File: config.mk
export PLATFORM = sky130hd
export DESIGN_NAME = lbm_master
export DESIGN_NICKNAME = d
export VERILOG_FILES = /design/src/rtl/lbm_pkg.sv /design/src/rtl/lbm_addr_gen.sv /design/src/rtl/lbm_fsm.sv /design/src/rtl/lbm_pin_map.sv /design/src/rtl/lbm_master.sv
export SDC_FILE = /design/constraint.sdc
export NUM_CORES = 1
export LEC_CHECK = 0
export BUFFER_PORTS_ARGS = -buffer_cell sky130_fd_sc_hd__buf_2
export CAP_MARGIN = 30
export CORE_ASPECT_RATIO = 0.8
export CORE_MARGIN = 1
export CORE_UTILIZATION = 41
export DETAILED_ROUTE_END_ITERATION = 10
export PLACE_DENSITY = 0.8
export SLEW_MARGIN = 20
export SYNTH_ARGS = -nofsm -noshare
export SYNTH_HDL_FRONTEND = slang
export SYNTH_SLANG_ARGS = --single-unit
File: constraint.sdc
create_clock -name clk -period 2.3 [get_ports clk]
set_clock_uncertainty 0.15 [all_clocks]
set_input_delay 0.345 -clock clk [delete_from_list [all_inputs] [get_ports clk]]
set_output_delay 0.345 -clock clk [all_outputs]
set_load 0.01 [all_outputs]
File: src/rtl/lbm_pkg.sv
package lbm_pkg;

    typedef enum logic [1:0] {
        ST_IDLE = 2'd0,
        ST_ADDR = 2'd1,
        ST_DATA = 2'd2,
        ST_FIN  = 2'd3
    } lbm_state_e;

    typedef struct packed {
        logic ale;
        logic ads_n;
        logic blast_n;
        logic den_n;
        logic rx_n;
        logic dir_wr;
        logic ad_oe;
    } lbm_ctl_t;

    function automatic lbm_ctl_t ctl_quiet();
        lbm_ctl_t c;
        c.ale     = 1'b0;
        c.ads_n   = 1'b1;
        c.blast_n = 1'b1;
        c.den_n   = 1'b1;
        c.rx_n    = 1'b1;
        c.dir_wr  = 1'b0;
        c.ad_oe   = 1'b0;
        return c;
    endfunction

    function automatic logic burst_stop(input logic last_word, input logic line_end,
                                        input logic term_en);
        return last_word || (!term_en && line_end);
    endfunction

endpackage

File: src/rtl/lbm_addr_gen.sv
module lbm_addr_gen #(
    parameter int WA_W  = 30,
    parameter int CNT_W = 8,
    parameter int SEL_W = 2
) (
    input  logic             clk,
    input  logic             rst,
    input  logic             load,
    input  logic [WA_W-1:0]  ld_waddr,
    input  logic [CNT_W-1:0] ld_count,
    input  logic             step,
    output logic [WA_W-1:0]  waddr,
    output logic [CNT_W-1:0] left,
    output logic             last_word,
    output logic             line_end
);
    localparam logic [CNT_W-1:0] ONE = CNT_W'(1);

    always_ff @(posedge clk) begin
        if (rst) begin
            waddr <= '0;
            left  <= '0;
        end else if (load) begin
            waddr <= ld_waddr;
            left  <= ld_count;
        end else if (step) begin
            waddr <= waddr + WA_W'(1);
            left  <= left - ONE;
        end
    end

    assign last_word = (left == ONE);
    assign line_end  = &waddr[SEL_W-1:0];
endmodule

File: src/rtl/lbm_fsm.sv
module lbm_fsm
    import lbm_pkg::*;
(
    input  logic       clk,
    input  logic       rst,
    input  logic       req_fire,
    input  logic       req_zero,
    input  logic       beat_done,
    input  logic       term_hit,
    input  logic       last_word,
    input  logic       line_end,
    input  logic       term_en,
    output lbm_state_e state
);
    lbm_state_e nxt;

    always_comb begin
        nxt = state;
        unique case (state)
            ST_IDLE: if (req_fire) nxt = req_zero ? ST_FIN : ST_ADDR;
            ST_ADDR: nxt = ST_DATA;
            ST_DATA: begin
                if (beat_done) begin
                    if (last_word)
                        nxt = ST_FIN;
                    else if (term_hit || burst_stop(1'b0, line_end, term_en))
                        nxt = ST_ADDR;
                end
            end
            ST_FIN:  nxt = ST_IDLE;
            default: nxt = ST_IDLE;
        endcase
    end

    always_ff @(posedge clk) begin
        if (rst) state <= ST_IDLE;
        else     state <= nxt;
    end
endmodule

File: src/rtl/lbm_pin_map.sv
module lbm_pin_map
    import lbm_pkg::*;
#(
    parameter int DW    = 32,
    parameter int WA_W  = 30,
    parameter int SEL_W = 2
) (
    input  lbm_state_e       state,
    input  logic             is_write,
    input  logic             last_word,
    input  logic             line_end,
    input  logic             term_en,
    input  logic [WA_W-1:0]  waddr,
    input  logic [DW-1:0]    wr_data,
    output lbm_ctl_t         ctl,
    output logic [DW-1:0]    ad_out,
    output logic [SEL_W-1:0] wsel
);
    localparam int LOW_W = DW - WA_W;

    always_comb begin
        ctl    = ctl_quiet();
        ad_out = '0;
        wsel   = '0;
        unique case (state)
            ST_ADDR: begin
                ctl.ale    = 1'b1;
                ctl.ads_n  = 1'b0;
                ctl.ad_oe  = 1'b1;
                ctl.dir_wr = is_write;
                ad_out     = {waddr, {LOW_W{1'b0}}};
                wsel       = waddr[SEL_W-1:0];
            end
            ST_DATA: begin
                ctl.den_n   = 1'b0;
                ctl.dir_wr  = is_write;
                ctl.ad_oe   = is_write;
                ctl.rx_n    = is_write;
                ctl.blast_n = !burst_stop(last_word, line_end, term_en);
                ad_out      = is_write ? wr_data : '0;
                wsel        = waddr[SEL_W-1:0];
            end
            default: ;
        endcase
    end
endmodule

File: src/rtl/lbm_master.sv
module lbm_master
    import lbm_pkg::*;
#(
    parameter int DW         = 32,
    parameter int CNT_W      = 8,
    parameter int LINE_WORDS = 4,
    localparam int SEL_W     = $clog2(LINE_WORDS),
    localparam int WA_W      = DW - 2
) (
    input  logic             clk,
    input  logic             rst,
    input  logic             cfg_term_en,
    input  logic             req_valid,
    output logic             req_ready,
    input  logic             req_write,
    input  logic [DW-1:0]    req_addr,
    input  logic [CNT_W-1:0] req_count,
    input  logic [DW-1:0]    wr_data,
    output logic             wr_take,
    output logic [DW-1:0]    rd_data,
    output logic             rd_valid,
    output logic             done,
    output logic [DW-1:0]    bus_ad_out,
    output logic             bus_ad_oe,
    input  logic [DW-1:0]    bus_ad_in,
    output logic             ale,
    output logic             ads_n,
    output logic             blast_n,
    output logic             wr_n_rd,
    output logic             den_n,
    output logic             xcvr_rx_n,
    output logic [SEL_W-1:0] wsel,
    input  logic             rdy_n,
    input  logic             bterm_n
);
    lbm_state_e       state;
    lbm_ctl_t         ctl;
    logic             wr_q;
    logic             req_fire;
    logic             beat_done;
    logic             term_hit;
    logic [WA_W-1:0]  waddr;
    logic [CNT_W-1:0] left;
    logic             last_word;
    logic             line_end;
    logic [1:0]       unused_addr_lo;

    assign unused_addr_lo = req_addr[1:0];
    assign req_ready = (state == ST_IDLE);
    assign req_fire  = req_valid && req_ready;
    assign term_hit  = cfg_term_en && !bterm_n;
    assign beat_done = (state == ST_DATA) && (!rdy_n || term_hit);

    always_ff @(posedge clk) begin
        if (rst)           wr_q <= 1'b0;
        else if (req_fire) wr_q <= req_write;
    end

    lbm_addr_gen #(.WA_W(WA_W), .CNT_W(CNT_W), .SEL_W(SEL_W)) u_addr (
        .clk       (clk),
        .rst       (rst),
        .load      (req_fire),
        .ld_waddr  (req_addr[DW-1:2]),
        .ld_count  (req_count),
        .step      (beat_done),
        .waddr     (waddr),
        .left      (left),
        .last_word (last_word),
        .line_end  (line_end)
    );

    lbm_fsm u_fsm (
        .clk       (clk),
        .rst       (rst),
        .req_fire  (req_fire),
        .req_zero  (req_count == '0),
        .beat_done (beat_done),
        .term_hit  (term_hit),
        .last_word (last_word),
        .line_end  (line_end),
        .term_en   (cfg_term_en),
        .state     (state)
    );

    lbm_pin_map #(.DW(DW), .WA_W(WA_W), .SEL_W(SEL_W)) u_pins (
        .state     (state),
        .is_write  (wr_q),
        .last_word (last_word),
        .line_end  (line_end),
        .term_en   (cfg_term_en),
        .waddr     (waddr),
        .wr_data   (wr_data),
        .ctl       (ctl),
        .ad_out    (bus_ad_out),
        .wsel      (wsel)
    );

    assign ale       = ctl.ale;
    assign ads_n     = ctl.ads_n;
    assign blast_n   = ctl.blast_n;
    assign den_n     = ctl.den_n;
    assign xcvr_rx_n = ctl.rx_n;
    assign wr_n_rd   = ctl.dir_wr;
    assign bus_ad_oe = ctl.ad_oe;

    assign wr_take  = beat_done && wr_q;
    assign rd_valid = beat_done && !wr_q;
    assign rd_data  = bus_ad_in;
    assign done     = (state == ST_FIN);
endmodule

==> impl_metrics.yaml <==
floorplan:
  io-pin-count: 188
  die_h_um: 81.9
  row_count: 28
  initial_core_util: 0.433
  core_um2: 7570
  die_w_um: 102
  die_area_um2: 8350
drt:
  dr.first_iter.drc_count: 325
  vias_per_cell: 6.07
  drtPass1Iterations: 5
  drc_errors: 0
  vias: 3824
  detail-route-antenna-nets: 0
  drt_wl_total_mm: 10.9
  wl_per_cell_um: 17.4
global_routing:
  grt_pass1_wl_mm: 17.2
  grt_overflow: 0
  grt_pass1_vias: 3547
  antenna_found_initial: 0
  grt.total_usage: 0.266
  grt_max_degree: 24
logic_synthesis:
  synth_warnings: 0
  synth.net_count: 538
  synth_edf_count: 0
  synth_area_um2: 3270
  syn_inst: 418
  ys_top_cells_by_count: "nor2_1, dfxtp_1, buf_4"
  seq_area_frac_synth: 0.251
  yosysTopAreaCellShare: 0.251
  synth.avg_cell_area_um2: 7.83
  synthMostInstantiatedCell: "nor2_1"
  async_flop_share: 0
  yosysUniqueCellTypes: 51
  synth_top_cell_by_area: "dfxtp_1"
  synth_area_leaders: "dfxtp_1, a22o_1, buf_4, nor2_1, a211oi_1"
  synth-seq-cells: 41
  synth_flop_cell: "dfxtp_1"
placement:
  dpl-instance-area_um2: 3980
  pre_cts_slack_ns: 0.0534
  numPortBuffers: 121
  gp_congestion: 0.912
  hpwl_mm: 8.14
sta:
  setup_violations: 0
  drv_slew: 0
  fin_ws_ns: 0.00217
  period_needed_ns: 2.30
  relSlewSlack: 0.612
  timing.final.crit_share: 0.999
  hold_violations: 0
  worst_hold_slack_ns: 0.124
  tightest_slew_ns: 0.576
  rsz0062_at_grt: "true"
  fmax_ghz: 0.435
clocking:
  clk_path_buf_depth: 2
  cts_root_buf: "clkbuf_8"
  htree_levels: 2
  hold_buffers: 0
  clkSlewWorstSetupHoldPaths_ns: 0.08
  clock_sinks: 41
  cts-buffers-inserted: 5
  clock_latency_ns: 0.30
  cts_tree: "yes"
pwr:
  powerDensity_nw_per_um2: 877
  ir_worst_vdd_mv: 0.422
  p_leak_uw: 0.00172
  totalPowerFinal_uw: 3720
setup_path:
  path_max_fanout: 11
  critPathKind: "register to output port"
  cp-end-kind: "output port"
  cp_data_arrival_time_ns: 1.80
  start_kind: "register"
  crit_required_ns: 1.80
cells_and_area:
  area_growth_pct: 29.6
  antenna-diode-count: 0
  multiInputGateArea_um2: 2110
  design_area_um2: 4240
  layout.nets: 644
  drive_gt1_frac: 0.375
  seq_area_um2: 828
  nFillCells: 717
status:
  status: "finished, final reports clean"
hold_path:
  hold_class: "input port to register"
flow_run:
  cap_viol_max_count: 0
cells by family after synthesis:
group,synth area share
fa+ha+maj,0.0344
simple gates,0.259
xor+xnor,0.0401
flops,0.251
compound gates,0.287
buf+inv,0.125
mux,0.00306
power breakdown:
group	internal, uW	switching, uW	total [uW]	leakage (uW)
sequential	928	247	1180	0.000341
combinational	884	1050	1930	0.00132
clock	354	262	616	0.0000585
critical path, stage by stage, from the launching register on:
cell,delay (ns)
dfxtp_2,0.34
inv_2,0.05
buf_6,0.12
ha_4,0.25
and2_4,0.20
buf_8,0.15
a22o_1,0.25
buf_2,0.14
metrics by stage:
step	util	instances	setup TNS (ns)
final	0.561	630	0
after global routing	0.561	630	-0.293
after CTS	0.551	629	0
after detailed placement	0.526	619	0
after global placement	0.526	619	0
after floorplan	-	418	0
layout by cell type (no fill, tap or decap), types with 7 or more instances in the layout:
cell type | Yosys | final
a211oi_1 | 19 | 19
a22o_1 | 30 | 30
a311oi_1 | 16 | 14
and2_1 | 11 | 11
buf_2 | 1 | 120
buf_4 | 32 | 36
dfxtp_1 | 41 | 35
inv_1 | 9 | 7
nand2_1 | 20 | 18
nand3_1 | 8 | 8
nand4_1 | 13 | 13
nor2_1 | 44 | 43
nor4_1 | 13 | 13
o211ai_1 | 7 | 7
or3_1 | 11 | 11
xnor2_1 | 10 | 10
repair_timing:
action / CTS / global route
setup endpoints to repair: 33 / 46
gates resized for setup: 11 / 23
setup buffers: 1 / 1
gates cloned: 1 / 0
pin swaps: 0 / 1
cell type report:
cell class / count / share of cell area
repair buffers: 165 / 0.239
clock buffers: 7 / 0.0203
well taps: 105 / 0.0310
flip-flops and latches: 41 / 0.195
multi-input cells: 300 / 0.497
inverters: 11 / 0.0103
clock inverters: 1 / 0.00708
state kept, by name, indices dropped and copies added (netlist names):
name,flops
u_fsm.state,2
u_addr.left,8
wr_q,1
u_addr.waddr,30
metal layers:
metal  global-route usage  wire, um  vias up
met5                    0         0        -
met4                0.114       228        0
met3               0.0681      1110       32
met2                0.432      4990      221
met1                0.334      4600     1791
li1                     -         -     1780
final timing paths:
kind,endpoint,from,slack [ns],depth (start not counted)
min,wr_q,req_write,0.12,3
min reg2reg,wr_q,wr_q,0.37,2
max,bus_ad_out[29],u_fsm.state[0],0.002,7
max reg2reg,u_addr.waddr[16],u_fsm.state[0],0.07,7
(Power assumes the default switching activity.)
